<file path="src/rtl/cdiv_pkg.sv">
package cdiv_pkg;

  localparam int unsigned DEF_N_GRP    = 2;
  localparam int unsigned DEF_GRP_SIZE = 5;
  localparam int unsigned DEF_CODE_W   = 4;
  localparam int unsigned DEF_PH_W     = 7;
  localparam int unsigned DEF_CNT_W    = 7;

  // ratio selection codes, ascending ratio order
  typedef enum logic [3:0] {
    RC_DIV1  = 4'd0,
    RC_DIV2  = 4'd1,
    RC_DIV4  = 4'd2,
    RC_DIV5  = 4'd3,
    RC_DIV8  = 4'd4,
    RC_DIV10 = 4'd5,
    RC_DIV16 = 4'd6,
    RC_DIV20 = 4'd7,
    RC_DIV32 = 4'd8,
    RC_DIV40 = 4'd9,
    RC_DIV80 = 4'd10
  } ratio_code_e;

endpackage

</file>
<file path="src/rtl/cdiv_rst_sync.sv">
module cdiv_rst_sync #(
  parameter int unsigned STAGES = 2
) (
  input  logic clk_i,
  input  logic rst_ni,
  output logic rst_no
);

  logic [STAGES-1:0] sync_q;
  logic [STAGES-1:0] sync_d;

  always_comb begin
    sync_d = {sync_q[STAGES-2:0], 1'b1};
  end

  always_ff @(posedge clk_i or negedge rst_ni) begin
    if (!rst_ni) begin
      sync_q <= '0;
    end else begin
      sync_q <= sync_d;
    end
  end

  assign rst_no = sync_q[STAGES-1];

endmodule

</file>
<file path="src/rtl/cdiv_ratio_lut.sv">
module cdiv_ratio_lut
  import cdiv_pkg::*;
#(
  parameter int unsigned CODE_W = DEF_CODE_W,
  parameter int unsigned PH_W   = DEF_PH_W,
  parameter int unsigned CNT_W  = DEF_CNT_W
) (
  input  logic [CODE_W-1:0] code_i,
  input  logic [PH_W-1:0]   phase_i,
  output logic [CNT_W-1:0]  ratio_o,
  output logic [CNT_W-1:0]  high_o,
  output logic [CNT_W-1:0]  preload_o
);

  logic [CNT_W-1:0] ratio_v;
  logic [CNT_W-1:0] steps_v;
  logic             by_five;
  logic [CNT_W-1:0] ph_ext;
  logic [CNT_W-1:0] ph_eff;
  logic [CNT_W-1:0] offset;

  // ratio, step count and step size per code; every step count is a power of two
  always_comb begin
    ratio_v = CNT_W'(1);
    steps_v = CNT_W'(1);
    by_five = 1'b0;
    case (code_i)
      CODE_W'(RC_DIV1):  begin ratio_v = CNT_W'(1);  steps_v = CNT_W'(1);  by_five = 1'b0; end
      CODE_W'(RC_DIV2):  begin ratio_v = CNT_W'(2);  steps_v = CNT_W'(2);  by_five = 1'b0; end
      CODE_W'(RC_DIV4):  begin ratio_v = CNT_W'(4);  steps_v = CNT_W'(4);  by_five = 1'b0; end
      CODE_W'(RC_DIV5):  begin ratio_v = CNT_W'(5);  steps_v = CNT_W'(1);  by_five = 1'b1; end
      CODE_W'(RC_DIV8):  begin ratio_v = CNT_W'(8);  steps_v = CNT_W'(8);  by_five = 1'b0; end
      CODE_W'(RC_DIV10): begin ratio_v = CNT_W'(10); steps_v = CNT_W'(2);  by_five = 1'b1; end
      CODE_W'(RC_DIV16): begin ratio_v = CNT_W'(16); steps_v = CNT_W'(16); by_five = 1'b0; end
      CODE_W'(RC_DIV20): begin ratio_v = CNT_W'(20); steps_v = CNT_W'(4);  by_five = 1'b1; end
      CODE_W'(RC_DIV32): begin ratio_v = CNT_W'(32); steps_v = CNT_W'(32); by_five = 1'b0; end
      CODE_W'(RC_DIV40): begin ratio_v = CNT_W'(40); steps_v = CNT_W'(8);  by_five = 1'b1; end
      CODE_W'(RC_DIV80): begin ratio_v = CNT_W'(80); steps_v = CNT_W'(16); by_five = 1'b1; end
      default:           begin ratio_v = CNT_W'(1);  steps_v = CNT_W'(1);  by_five = 1'b0; end
    endcase
  end

  // modulo by a power-of-two step count is a mask
  always_comb begin
    ph_ext = CNT_W'(phase_i);
    ph_eff = ph_ext & (steps_v - CNT_W'(1));
    offset = by_five ? ((ph_eff << 2) + ph_eff) : ph_eff;
  end

  assign ratio_o   = ratio_v;
  assign high_o    = (ratio_v == CNT_W'(1)) ? CNT_W'(1) : (ratio_v >> 1);
  assign preload_o = (offset == '0) ? '0 : (ratio_v - offset);

endmodule

</file>
<file path="src/rtl/cdiv_group_ctr.sv">
module cdiv_group_ctr #(
  parameter int unsigned CNT_W = cdiv_pkg::DEF_CNT_W
) (
  input  logic             clk_i,
  input  logic             rst_ni,
  input  logic             load_i,
  input  logic [CNT_W-1:0] preload_i,
  input  logic [CNT_W-1:0] ratio_i,
  input  logic [CNT_W-1:0] high_i,
  output logic [CNT_W-1:0] cnt_o,
  output logic             hi_o
);

  logic [CNT_W-1:0] cnt_q;
  logic [CNT_W-1:0] cnt_d;
  logic             at_wrap;

  always_comb begin
    at_wrap = (cnt_q == (ratio_i - CNT_W'(1)));
    if (load_i) begin
      cnt_d = preload_i;
    end else if (at_wrap) begin
      cnt_d = '0;
    end else begin
      cnt_d = cnt_q + CNT_W'(1);
    end
  end

  always_ff @(posedge clk_i or negedge rst_ni) begin
    if (!rst_ni) begin
      cnt_q <= '0;
    end else begin
      cnt_q <= cnt_d;
    end
  end

  assign cnt_o = cnt_q;
  assign hi_o  = !load_i && (cnt_q < high_i);

endmodule

</file>
<file path="src/rtl/cdiv_sync_ctl.sv">
module cdiv_sync_ctl #(
  parameter int unsigned CFG_W = 22,
  parameter int unsigned CNT_W = cdiv_pkg::DEF_CNT_W
) (
  input  logic             clk_i,
  input  logic             rst_ni,
  input  logic [CFG_W-1:0] cfg_i,
  input  logic [CNT_W-1:0] max_ratio_i,
  output logic [CFG_W-1:0] cfg_o,
  output logic             busy_o
);

  logic [CFG_W-1:0] cfg_q;
  logic [CFG_W-1:0] cfg_d;
  logic             cfg_we;
  logic             busy_q;
  logic             busy_d;
  logic [CNT_W-1:0] hold_q;
  logic [CNT_W-1:0] hold_d;
  logic             hold_last;

  always_comb begin
    cfg_we    = (cfg_i != cfg_q);
    hold_last = (hold_q == (max_ratio_i - CNT_W'(1)));
    cfg_d     = cfg_we ? cfg_i : cfg_q;
    busy_d    = busy_q;
    hold_d    = hold_q;
    if (cfg_we) begin
      busy_d = 1'b1;
      hold_d = '0;
    end else if (busy_q) begin
      if (hold_last) begin
        busy_d = 1'b0;
        hold_d = '0;
      end else begin
        hold_d = hold_q + CNT_W'(1);
      end
    end
  end

  // reset enters a one-cycle realignment with the all-zero setting
  always_ff @(posedge clk_i or negedge rst_ni) begin
    if (!rst_ni) begin
      cfg_q  <= '0;
      busy_q <= 1'b1;
      hold_q <= '0;
    end else begin
      cfg_q  <= cfg_d;
      busy_q <= busy_d;
      hold_q <= hold_d;
    end
  end

  assign cfg_o  = cfg_q;
  assign busy_o = busy_q;

endmodule

</file>
<file path="src/rtl/cdiv_out_gate.sv">
module cdiv_out_gate #(
  parameter int unsigned N_OUT = cdiv_pkg::DEF_GRP_SIZE
) (
  input  logic             clk_i,
  input  logic             rst_ni,
  input  logic             grp_hi_i,
  input  logic             upd_ok_i,
  input  logic [N_OUT-1:0] en_i,
  output logic [N_OUT-1:0] out_o
);

  logic [N_OUT-1:0] en_q;
  logic [N_OUT-1:0] en_d;

  always_comb begin
    en_d = upd_ok_i ? en_i : en_q;
  end

  always_ff @(posedge clk_i or negedge rst_ni) begin
    if (!rst_ni) begin
      en_q <= '0;
    end else begin
      en_q <= en_d;
    end
  end

  assign out_o = {N_OUT{grp_hi_i}} & en_q;

endmodule

</file>
<file path="src/rtl/grp_clk_divider.sv">
module grp_clk_divider
  import cdiv_pkg::*;
#(
  parameter int unsigned N_GRP    = DEF_N_GRP,
  parameter int unsigned GRP_SIZE = DEF_GRP_SIZE,
  parameter int unsigned CODE_W   = DEF_CODE_W,
  parameter int unsigned PH_W     = DEF_PH_W,
  parameter int unsigned CNT_W    = DEF_CNT_W
) (
  input  logic                        clk_i,
  input  logic                        rst_ni,
  input  logic [N_GRP*CODE_W-1:0]     ratio_code_i,
  input  logic [N_GRP*PH_W-1:0]       phase_step_i,
  input  logic [N_GRP*GRP_SIZE-1:0]   out_en_i,
  output logic [N_GRP*GRP_SIZE-1:0]   clk_en_o
);

  localparam int unsigned N_OUT  = N_GRP * GRP_SIZE;
  localparam int unsigned CODE_T = N_GRP * CODE_W;
  localparam int unsigned CFG_W  = CODE_T + N_GRP * PH_W;

  logic                         rst_n_s;
  logic [CFG_W-1:0]             cfg_in;
  logic [CFG_W-1:0]             cfg_q;
  logic                         busy;
  logic [CNT_W-1:0]             max_ratio;
  logic [N_GRP-1:0][CNT_W-1:0]  ratio;
  logic [N_GRP-1:0][CNT_W-1:0]  high;
  logic [N_GRP-1:0][CNT_W-1:0]  preload;
  logic [N_GRP-1:0][CNT_W-1:0]  cnt;
  logic [N_GRP-1:0]             grp_hi;
  logic [N_GRP-1:0]             upd_ok;
  logic [N_OUT-1:0]             out_w;

  cdiv_rst_sync #(.STAGES(2)) u_rst (
    .clk_i  (clk_i),
    .rst_ni (rst_ni),
    .rst_no (rst_n_s)
  );

  assign cfg_in = {phase_step_i, ratio_code_i};

  cdiv_sync_ctl #(.CFG_W(CFG_W), .CNT_W(CNT_W)) u_sync (
    .clk_i       (clk_i),
    .rst_ni      (rst_n_s),
    .cfg_i       (cfg_in),
    .max_ratio_i (max_ratio),
    .cfg_o       (cfg_q),
    .busy_o      (busy)
  );

  // the hold lasts as long as the slower group's period
  always_comb begin
    max_ratio = CNT_W'(1);
    for (int g = 0; g < int'(N_GRP); g++) begin
      if (ratio[g] > max_ratio) begin
        max_ratio = ratio[g];
      end
    end
  end

  for (genvar g = 0; g < int'(N_GRP); g++) begin : g_grp
    cdiv_ratio_lut #(.CODE_W(CODE_W), .PH_W(PH_W), .CNT_W(CNT_W)) u_lut (
      .code_i    (cfg_q[g*CODE_W +: CODE_W]),
      .phase_i   (cfg_q[CODE_T + g*PH_W +: PH_W]),
      .ratio_o   (ratio[g]),
      .high_o    (high[g]),
      .preload_o (preload[g])
    );

    cdiv_group_ctr #(.CNT_W(CNT_W)) u_ctr (
      .clk_i     (clk_i),
      .rst_ni    (rst_n_s),
      .load_i    (busy),
      .preload_i (preload[g]),
      .ratio_i   (ratio[g]),
      .high_i    (high[g]),
      .cnt_o     (cnt[g]),
      .hi_o      (grp_hi[g])
    );

    // enables move only while the pattern is low, or anytime at ratio 1
    assign upd_ok[g] = !grp_hi[g] || (ratio[g] == CNT_W'(1));

    cdiv_out_gate #(.N_OUT(GRP_SIZE)) u_gate (
      .clk_i    (clk_i),
      .rst_ni   (rst_n_s),
      .grp_hi_i (grp_hi[g]),
      .upd_ok_i (upd_ok[g]),
      .en_i     (out_en_i[g*GRP_SIZE +: GRP_SIZE]),
      .out_o    (out_w[g*GRP_SIZE +: GRP_SIZE])
    );
  end

  assign clk_en_o = out_w;

endmodule

</file>
<file path="config.mk">
export PLATFORM = sky130hd
export DESIGN_NAME = grp_clk_divider
export DESIGN_NICKNAME = d
export VERILOG_FILES = /design/src/rtl/cdiv_pkg.sv /design/src/rtl/cdiv_rst_sync.sv /design/src/rtl/cdiv_ratio_lut.sv /design/src/rtl/cdiv_group_ctr.sv /design/src/rtl/cdiv_sync_ctl.sv /design/src/rtl/cdiv_out_gate.sv /design/src/rtl/grp_clk_divider.sv
export SDC_FILE = /design/constraint.sdc
export NUM_CORES = 1
export LEC_CHECK = 0
export ABC_AREA = 0
export ABC_CLOCK_PERIOD_IN_PS = 3800
export BUFFER_PORTS_ARGS = -buffer_cell sky130_fd_sc_hd__buf_2
export CAP_MARGIN = 10
export CORE_ASPECT_RATIO = 0.6
export CORE_MARGIN = 5
export CORE_UTILIZATION = 55
export CTS_CLUSTER_SIZE = 40
export DETAILED_ROUTE_END_ITERATION = 12
export PLACE_DENSITY = 0.74
export SKIP_CTS_REPAIR_TIMING = 1
export SLEW_MARGIN = 20
export SYNTH_ARGS = -nofsm -noshare
export SYNTH_HDL_FRONTEND = slang
export SYNTH_HIERARCHICAL = 1
export SYNTH_SLANG_ARGS = --single-unit
</file>
<file path="constraint.sdc">
create_clock -name clk_i -period 3.8 [get_ports clk_i]
set_clock_uncertainty 0.1 [all_clocks]
set_input_delay 0.76 -clock clk_i [delete_from_list [all_inputs] [get_ports clk_i]]
set_output_delay 0.76 -clock clk_i [all_outputs]
set_load 0.005 [all_outputs]
</file>
==> impl_results.md, run 1 <==
* Share of the synthesized area in the top cell type at 23.4%
* Post-synth top area cell: dfrtp_1
* Fillers at 693
* Yosys cell types at 83
* Most frequent cells after synthesis: 72 x nor2_1, 56 x ha_1, 56 x inv_1
* WP data required at 3.88 ns
* PwrDens at 333 mW/mm^2
* Post-synth EDFFs at 0
* Leak at 3.72 nW
* Most frequent CP cell: inv_2
* First-pass GRT wire length at 27,600 um
* Met2 usage at 41.2%
* Via count at 5,920
* Vias per inst at 5.95
* ANT nets after route at 0
* Starting density of the core at 56.0%
* H-tree Lvls at 2
* Number of iterations in the first detailed-routing pass at 7
* Core box area at 0.0105 mm^2
* Synth Area in Simple Gates at 20.7%
* # diodes at 0
* Mux cell area share after synthesis at 5.71%
* CP max FO at 5
* Critical path's slowest cell: or4_4
* Final Setup Violations at 31
* Vias in the first global route at 5,715
* Clock buffer depth at 2
* Failing checks: negative setup slack
* Nets@finish at 947
* Main combinational cell family by area after synthesis: simple AND/OR/NAND/NOR gates
* Final Wtd Congestion at 0.924
* Synth Area in Compound Gates at 19.7%
* Seq cells post-synth at 56
* Total GRT Usage at 26.0%
* Hpwl dp at 13,400 um
* Synthesis Warnings at 6
* XOR/XNOR Fraction of Synth Area at 10.4%
* Post-route DRC at 0
* Die span in x at 144 um
* Mean Syn Cell Area at 8.51 um^2
* Tcrit/Tclk final at 117%
* Chip Height at 90.2 um
* Run status: finished, violations left
* Final worst slack at -0.633 ns
* Kind of critical path: reg2reg
* Placed Area at 0.00732 mm^2
* I/O Buffers at 43
* Die area at 0.0130 mm^2
* I/O pin count at 44
* RSZ-0062 raised after global routing: yes
* Slew at the pin closest to its max-slew limit at 0.917 ns
* Count leader, synth: nor2_1
* CP cell instances: inv_4 > buf_4 > ha_4 > nor2b_4 > inv_2 > ha_4 > nor3_4 > o21ai_2 > inv_2 > ha_4 > inv_2 > fa_2 > nor2b_1 > o21ai_1 > o21ai_1 > ha_1 > inv_2 > or4_4 > nand3_2 > mux2_4 > nand2_1 > o21a_1 > nor2_1
* Critical Path AT at 4.51 ns
* Design area at 0.00818 mm^2
* CTS Buf Count at 5
* DR WL/cell at 18.8 um
* Max Cap Viol at 0
* Grt peak-use layer: met2
* Clock root buffer master: clkbuf_16
* Row Count at 29
* Synthesized area at 0.00589 mm^2
* Pin count of the biggest net entering global routing at 38
* Max incr delay on CP at 0.50 ns
* Sequential cell area fraction in the yosys report at 23.8%
* Final wirelength at 18,700 um
* Asr flop ratio synth at 100%
* Worst-path clk slew at 0.08 ns
* Max IR drop VDD at 0.211 mV
* Synth Net Count at 784
* Synth Instances at 692
* Final count of hold timing violations at 0
* Clock Latency Late Sink at 0.31 ns
* Min Tclk post-route at 4.43 ns
* TritonCTS clock tree: done
* Worst hold path class: in2async
* Final Max Slew Viols at 0
* Predominant post-synthesis flop cell: dfrtp_1
* Max Fclk at 226 MHz
* Synth top area cells: dfrtp_1 23%, ha_1 12%, xor2_1 5.2%
* Nature of the critical path startpoint: flip-flop
* Slew headroom at 38.2%
* Met1 Track Usage GR at 36.5%
* Global route overflow at 0
* Antenna violations before repair at 0
* Fraction of layout cells with a size suffix above 1 at 41.2%
* CTS sink cnt at 56
* M3 GR Usage at 4.88%
* Hold Slack at 0.122 ns
* Adder-cell area share of the yosys netlist at 12.6%
* DR iter-0 viols at 454
* Layout area overhead at 38.8%
* Worst setup EP type: flip-flop
per-layer routing:
layer  wire length, um  part of all wire, %
met1              8140                   44
met2              8670                   46
met3              1380                  7.4
met4               503                  2.7
met5                 0                    0
path summary, 6_finish.rpt:
kind / start / endpoint / slack (ns) / cells after the start
worst max-delay path: u_sync/cfg_o[5] / g_grp[1].u_ctr/cnt_o[6] / -0.63 / 23
min in group clk_i: u_rst/sync_q[0] / u_rst/sync_q[1] / 0.26 / 0
max in group asynchronous: u_rst/sync_q[1] / u_sync/busy_o / 2.54 / 1
worst max register to register: u_sync/cfg_o[5] / g_grp[1].u_ctr/cnt_o[6] / -0.63 / 23
worst min-delay path: rst_ni / u_rst/sync_q[1] / 0.12 / 1
worst min register to register: u_rst/sync_q[1] / u_sync/cfg_o[2] / 0.20 / 0
power breakdown:
| part | switching, W | total, W | internal [W] |
|---|---|---|---|
| registers | 0.000125 | 0.000793 | 0.000668 |
| logic | 0.000722 | 0.00146 | 0.000734 |
| clock network | 0.000231 | 0.000475 | 0.000245 |
final cells by class:
cell class	count	area, um^2	share of cell area, %
Multi-Input combinational cell	541	4770	58.3
Clock inverter	2	12.5	0.153
Timing Repair Buffer	194	1460	17.8
Sequential cell	56	1410	17.2
Tap cell	139	174	2.13
Inverter	57	229	2.80
Clock buffer	6	129	1.58
kinds of logic after synthesis:
group,after synthesis
and+or+nand+nor,228
AOI/OAI and AO/OA,152
buffers and inverters,95
xor gates and xnor gates,69
adders and majority gates,58
DFF,56
muxes,31
other,3
stage by stage:
| stage | total power, W | util (%) | setup WS [ns] | TNS, ns | std cells |
|---|---|---|---|---|---|
| after floorplan | 0.00160 | - | -0.288 | -1.91 | 692 |
| after global placement | 0.00193 | 69.6 | -0.421 | -4.01 | 960 |
| after detailed placement | 0.00200 | 69.6 | -0.550 | -7.85 | 960 |
| after CTS | 0.00248 | 70.9 | -0.572 | -11.73 | 968 |
| after global routing | 0.00288 | 77.7 | -0.793 | -13.72 | 995 |
| final | 0.00272 | 77.7 | -0.633 | -8.96 | 995 |
registers in the layout, summed over array words and instances, names as in the netlist:
| signal | count |
|---|---|
| u_sync/cfg_o | 22 |
| u_rst/sync_q | 2 |
| u_sync/hold_q | 7 |
| g_grp.u_ctr/cnt_o | 14 |
| g_grp.u_gate/en_q | 10 |
| u_sync/busy_o | 1 |
critical path: cells and delay by family, from the launching register on:
family / cells / cell delay (ns)
buffers and inverters: 6 / 0.48
muxes: 1 / 0.29
DFF: 1 / 0.46
adders and majority gates: 5 / 1.16
and+or+nand+nor: 7 / 1.23
AOI/OAI and AO/OA: 4 / 0.57
cell usage in the layout, fill, tap and decap left out, types with 16 or more instances in the layout:
cell type    n
nand2_1     27
buf_4      140
dfrtp_1     50
ha_1        37
ha_4        16
inv_1       40
xor2_1      35
nand3_1     16
a21oi_1     24
nor2_1      59
xnor2_1     33
buf_2       38
Note: power is estimated with default switching activity, not from simulation.
==> run 2, diff against run 1 <==
Settings changed: SYNTH_HIERARCHICAL 1 to unset.
==> impl_results.md, run 2 <==
* Crit-path leading delay family: simple AND/OR/NAND/NOR gates
* Final count of hold timing violations at 0
* Die span in x at 138 um
* Starting density of the core at 55.6%
* Chip Height at 86.7 um
* Final Wtd Congestion at 0.903
* PwrDens at 346 mW/mm^2
* Share of the synthesized area in the top cell type at 25.5%
* Synth Instances at 631
* Vias in the first global route at 4,978
* Number of iterations in the first detailed-routing pass at 5
* Synthesis Warnings at 0
* Clock root buffer master: clkbuf_16
* Final worst slack at -0.553 ns
* Mean Syn Cell Area at 8.55 um^2
* WP data required at 3.92 ns
* Final wirelength at 15,900 um
* Commonest non-fill, non-tap cells in the layout: 117 x buf_4, 55 x xnor2_1, 50 x dfrtp_1
* Most frequent CP cell: ha_1
* Run status: finished, violations left
* ANT nets after route at 0
* Kind of critical path: reg2reg
* I/O Buffers at 43
* Final core occ at 74.6%
* RSZ-0062 raised after global routing: yes
* Slew at the pin closest to its max-slew limit at 0.658 ns
* Slew headroom at 56.0%
* Seq cells post-synth at 56
* Predominant post-synthesis flop cell: dfrtp_1
* CP cell instances: inv_4 > ha_4 > o21ba_4 > or2_4 > ha_2 > or3_1 > a21boi_2 > buf_4 > ha_1 > xnor2_1 > mux2_2 > ha_1 > inv_1 > o21bai_1 > a21oi_1 > xor2_1 > or4_1 > o211ai_1
* Asr flop ratio synth at 100%
* Failing checks: negative setup slack
* Leak at 3.22 nW
* Worst-path clk slew at 0.07 ns
* Tcrit/Tclk final at 115%
* Critical path buffers and inverters at 3
* DR WL/cell at 17.6 um
* Yosys cell types at 72
* Clock Latency Late Sink at 0.30 ns
* DR iter-0 viols at 349
* Die area at 0.0120 mm^2
* Core box area at 0.00970 mm^2
* Post-synth top area cell: dfrtp_1
* Final Max Slew Viols at 0
* Pin count of the biggest net entering global routing at 33
* Max IR drop VDD at 0.225 mV
* H-tree Lvls at 2
* Critical path's slowest cell: dfrtp_2
* Final Setup Violations at 16
* Register Area at 0.00141 mm^2
* Via count at 5,214
* Max incr delay on CP at 0.47 ns
* Sequential cell area fraction in the yosys report at 26.0%
* Fraction of layout cells with a size suffix above 1 at 38.1%
* Post-route DRC at 0
* Synth Net Count at 719
* Synthesized area at 0.00539 mm^2
* Total GRT Usage at 25.0%
* Min Tclk post-route at 4.35 ns
* Largest register FFs at 22
* Vias per inst at 5.78
* CTS sink cnt at 56
* Post-synth EDFFs at 0
* I/O pin count at 44
* Final cell count without fillers at 902
* Most common cell after layout, fill and taps aside: buf_4
* Count leader, synth: xnor2_1
* Most frequent cells after synthesis: 56 x xnor2_1, 55 x dfrtp_1, 52 x ha_1
* Max Cap Viol at 0
* Clock buffer depth at 2
* Antenna violations before repair at 0
* Critical Path AT at 4.47 ns
* Max Fclk at 230 MHz
* Dpl cells at 870
* CTS Buf Count at 5
* TritonCTS clock tree: done
* Row Count at 28
* Hpwl dp at 11,600 um
* Worst hold path class: in2async
* Synth top area cells: dfrtp_1 26%, ha_1 12%, xnor2_1 9.1%
* Layout area overhead at 34.2%
* CP max FO at 6
* Nets@finish at 853
* Post-route setup TNS at -5.36 ns
* Fillers at 712
* First-pass GRT wire length at 23,800 um
* Multi-input logic area at 0.00409 mm^2
* Worst setup EP type: flip-flop
* Nature of the critical path startpoint: flip-flop
* Global route overflow at 0
run 2: changes by cell type after synthesis, sizes merged, moves of 9 or more:
cell,before,now
inv,57,46
nand2,29,43
nor2,72,30
nor2b,18,7
o2111a,9,0
xnor2,34,56
xor2,35,23
run 2: cell type report:
type	instances	share of cell area, %
Sequential cell	56	19.5
Antenna cell	1	0.0346
Timing Repair Buffer	173	17.1
Clock inverter	2	0.207
Multi-Input combinational cell	483	56.5
Inverter	46	2.45
Tap cell	135	2.33
Clock buffer	6	1.92
run 2: power breakdown:
group / switching [W] / internal (W) / total [W]
Sequential: 0.000125 / 0.000670 / 0.000795
Combinational: 0.000601 / 0.000622 / 0.00122
Clock: 0.000223 / 0.000263 / 0.000486
run 2: path summary, 6_finish.rpt:
path | from | cells after the start | endpoint | slack [ns]
min in group clk_i | u_rst.sync_q[0] | 0 | u_rst.sync_q[1] | 0.26
max in group asynchronous | u_rst.sync_q[1] | 1 | u_sync.busy_o | 2.63
hold / removal | rst_ni | 1 | u_rst.sync_q[0] | 0.13
setup / recovery | u_sync.cfg_o[1] | 18 | g_grp[0].u_ctr.cnt_o[6] | -0.55
setup reg to reg | u_sync.cfg_o[1] | 18 | g_grp[0].u_ctr.cnt_o[6] | -0.55
hold reg to reg | u_rst.sync_q[1] | 0 | u_sync.cfg_o[9] | 0.14
run 2: logic make-up after synthesis:
| group | count (synthesis) | share of synthesized area [%] |
|---|---|---|
| buf+inv | 92 | 7.05 |
| mux | 32 | 6.22 |
| xor+xnor | 79 | 12.8 |
| compound gates | 144 | 17.8 |
| flops | 56 | 26.0 |
| simple gates | 173 | 17.2 |
| other cells | 1 | 0.0695 |
| fa+ha+maj | 54 | 12.8 |
run 2: metrics by stage:
step           hold WS, ns  total power (W)  area [um^2]  setup slack, ns
2_1_floorplan        0.231          0.00149         5540           -0.548
3_3_place_gp         0.141          0.00178         6480           -0.379
3_5_place_dp         0.155          0.00183         6480           -0.533
4_1_cts              0.130          0.00232         6640           -0.537
5_1_grt              0.130          0.00267         7240           -0.678
6_report             0.133          0.00250         7240           -0.553
run 2: routing by layer:
metal	global-route usage, %	vias to the layer above	share of wire, %
li1	-	2466	-
met1	35.8	2443	44
met2	38.0	264	44
met3	6.38	41	9.3
met4	5.92	0	2.2
met5	0	-	0
==> run 3, diff against run 2 <==
Settings changed: ABC_AREA 0 to 1.
==> impl_results.md, run 3 <==
* Post-synth EDFFs at 0
* ANT nets after route at 0
* Synth Net Count at 845
* Final Max Slew Viols at 0
* Global route overflow at 0
* Final worst slack at -0.0471 ns
* I/O pin count at 44
* # diodes at 0
* Placed Area at 0.00584 mm^2
* Synthesis Warnings at 0
* Crit-path leading delay family: compound AO/OA/AOI/OAI gates
* DR iter-0 viols at 459
* Nets@finish at 916
* Yosys cell types at 48
* Max IR drop VDD at 0.208 mV
* Synth Instances at 757
* Commonest non-fill, non-tap cells in the layout: 152 x nand2_1, 86 x inv_1, 59 x nand3_1
* Multi-input logic area at 0.00378 mm^2
* Max incr delay on CP at 0.44 ns
* Final Wtd Congestion at 0.923
* Final Setup Violations at 1
* Final core occ at 70.3%
* Die span in x at 137 um
* Most frequent cells after synthesis: 163 x nand2_1, 100 x inv_1, 64 x nand3_1
* Max Cap Viol at 0
* DR WL/cell at 15.4 um
* Seq cells post-synth at 56
* Starting density of the core at 57.5%
* Chip Height at 86.5 um
* Total GRT Usage at 23.7%
* Worst-path clk slew at 0.08 ns
* Via count at 5,284
* Vias per inst at 5.51
* Critical path's slowest cell: dfrtp_1
* CP max FO at 3
* I/O Buffers at 43
* Min Tclk post-route at 3.85 ns
* Total power draw at 0.00241 W
* Most common cell after layout, fill and taps aside: nand2_1
* Count leader, synth: nand2_1
* Final wirelength at 14,800 um
* Pin count of the biggest net entering global routing at 33
* Fraction of layout cells with a size suffix above 1 at 28.8%
* Die area at 0.0119 mm^2
* WP data required at 3.89 ns
* RSZ-0062 raised after global routing: yes
* CTS Buf Count at 5
* Leak at 3.33 nW
* Clock root buffer master: clkbuf_16
* Mean Syn Cell Area at 7.08 um^2
* Layout area overhead at 22.3%
* Largest register FFs at 22
* Clock Latency Late Sink at 0.31 ns
* Hold Slack at 0.115 ns
* TritonCTS clock tree: done
* Worst setup EP type: flip-flop
* Post-route setup TNS at -0.0471 ns
* Number of iterations in the first detailed-routing pass at 5
* Worst hold path class: in2async
* Register Area at 0.00141 mm^2
* Core box area at 0.00932 mm^2
* First-pass GRT wire length at 22,800 um
* Critical Path AT at 3.93 ns
* Critical path buffers and inverters at 4
* Sequential cell area fraction in the yosys report at 26.2%
* Asr flop ratio synth at 100%
* Post-route DRC at 0
* Tcrit/Tclk final at 101%
* Final count of hold timing violations at 0
* Clock buffer depth at 2
* Predominant post-synthesis flop cell: dfrtp_1
* Synthesized area at 0.00536 mm^2
* Kind of critical path: reg2reg
* Failing checks: negative setup slack
* Share of the synthesized area in the top cell type at 25.7%
* Design area at 0.00655 mm^2
* Run status: finished, violations left
* PwrDens at 368 mW/mm^2
* Nature of the critical path startpoint: flip-flop
* Max Fclk at 260 MHz
* Slew headroom at 46.1%
* Row Count at 27
* Hpwl dp at 11,000 um
* Synth top area cells: dfrtp_1 26%, ha_1 12%, nand2_1 11%
* Slew at the pin closest to its max-slew limit at 0.803 ns
* Post-synth top area cell: dfrtp_1
* Antenna violations before repair at 0
* CP cell instances: buf_4 > ha_2 > o211ai_1 > buf_4 > inv_1 > nand2_2 > nand3_2 > inv_2 > ha_4 > fa_1 > o21ai_2 > ha_1 > a21oi_2 > o21ai_1 > a21o_1 > a21oi_2 > xor2_1 > xnor2_1 > o21ai_1
* Fillers at 745
* CTS sink cnt at 56
* Vias in the first global route at 4,816
* H-tree Lvls at 2
==> run 3: changes by cell type in the layout (fill, tap and decap cells not counted), sizes merged, moves of 13 or more <==
cell / change
inv: +71
and2: -13
o21ai: +20
a21oi: -14
xnor2: -31
mux2i: -19
nor2: +34
nand2: +129
nand3: +56
buf: -83
==> run 3: logic make-up (layout without fill, tap and decap cells) <==
kind of cell               Yosys count  count (layout)  share of synthesized area (%)
AOI/OAI and AO/OA                  100             100                           11.4
xor gates and xnor gates            53              53                           8.66
adders and majority gates           54              54                           12.9
buffers and inverters              145             217                           10.5
DFF                                 56              56                           26.2
muxes                                1               1                          0.187
other                                1               1                         0.0700
and+or+nand+nor                    347             347                           30.1
==> run 3: final timing paths <==
check	start	endpoint	slack, ns	depth (start not counted)
setup / recovery	u_sync.cfg_o[5]	g_grp[1].u_ctr.cnt_o[6]	-0.05	19
hold / removal	rst_ni	u_rst.sync_q[1]	0.11	1
setup reg to reg	u_sync.cfg_o[5]	g_grp[1].u_ctr.cnt_o[6]	-0.05	19
hold reg to reg	u_rst.sync_q[1]	u_sync.cfg_o[5]	0.14	0
max in group asynchronous	u_rst.sync_q[1]	u_sync.busy_o	2.61	1
min in group clk_i	u_rst.sync_q[0]	u_rst.sync_q[1]	0.26	0
==> run 3: routing by layer <==
| metal | GRT usage (%) | part of all wire, % | routed length (um) | vias to the layer above |
|---|---|---|---|---|
| met4 | 4.71 | 1.2 | 178 | 0 |
| met1 | 35.8 | 48 | 7120 | 2467 |
| li1 | - | - | - | 2577 |
| met3 | 3.89 | 7.2 | 1070 | 22 |
| met5 | 0 | 0 | 0 | - |
| met2 | 35.5 | 43 | 6410 | 218 |
==> run 3: power breakdown <==
part           switching [W]  internal (W)
registers           0.000108      0.000669
clock network       0.000233      0.000314
logic               0.000627      0.000463
==> run 3: stage by stage <==
step	worst slack [ns]	std cells
finish	-0.0471	959
global route	-0.197	959
CTS	-0.134	940
detailed placement	-0.115	932
global placement	0.0388	932
floorplan	0.0218	757
==> run 3: cell type report <==
class                           count  share of cell area [%]
Multi-Input combinational cell    556                    57.7
Sequential cell                    56                    21.5
Timing Repair Buffer               90                    8.78
Inverter                          119                    6.89
Tap cell                          130                    2.48
Clock buffer                        5                    1.91
Clock inverter                      3                   0.725
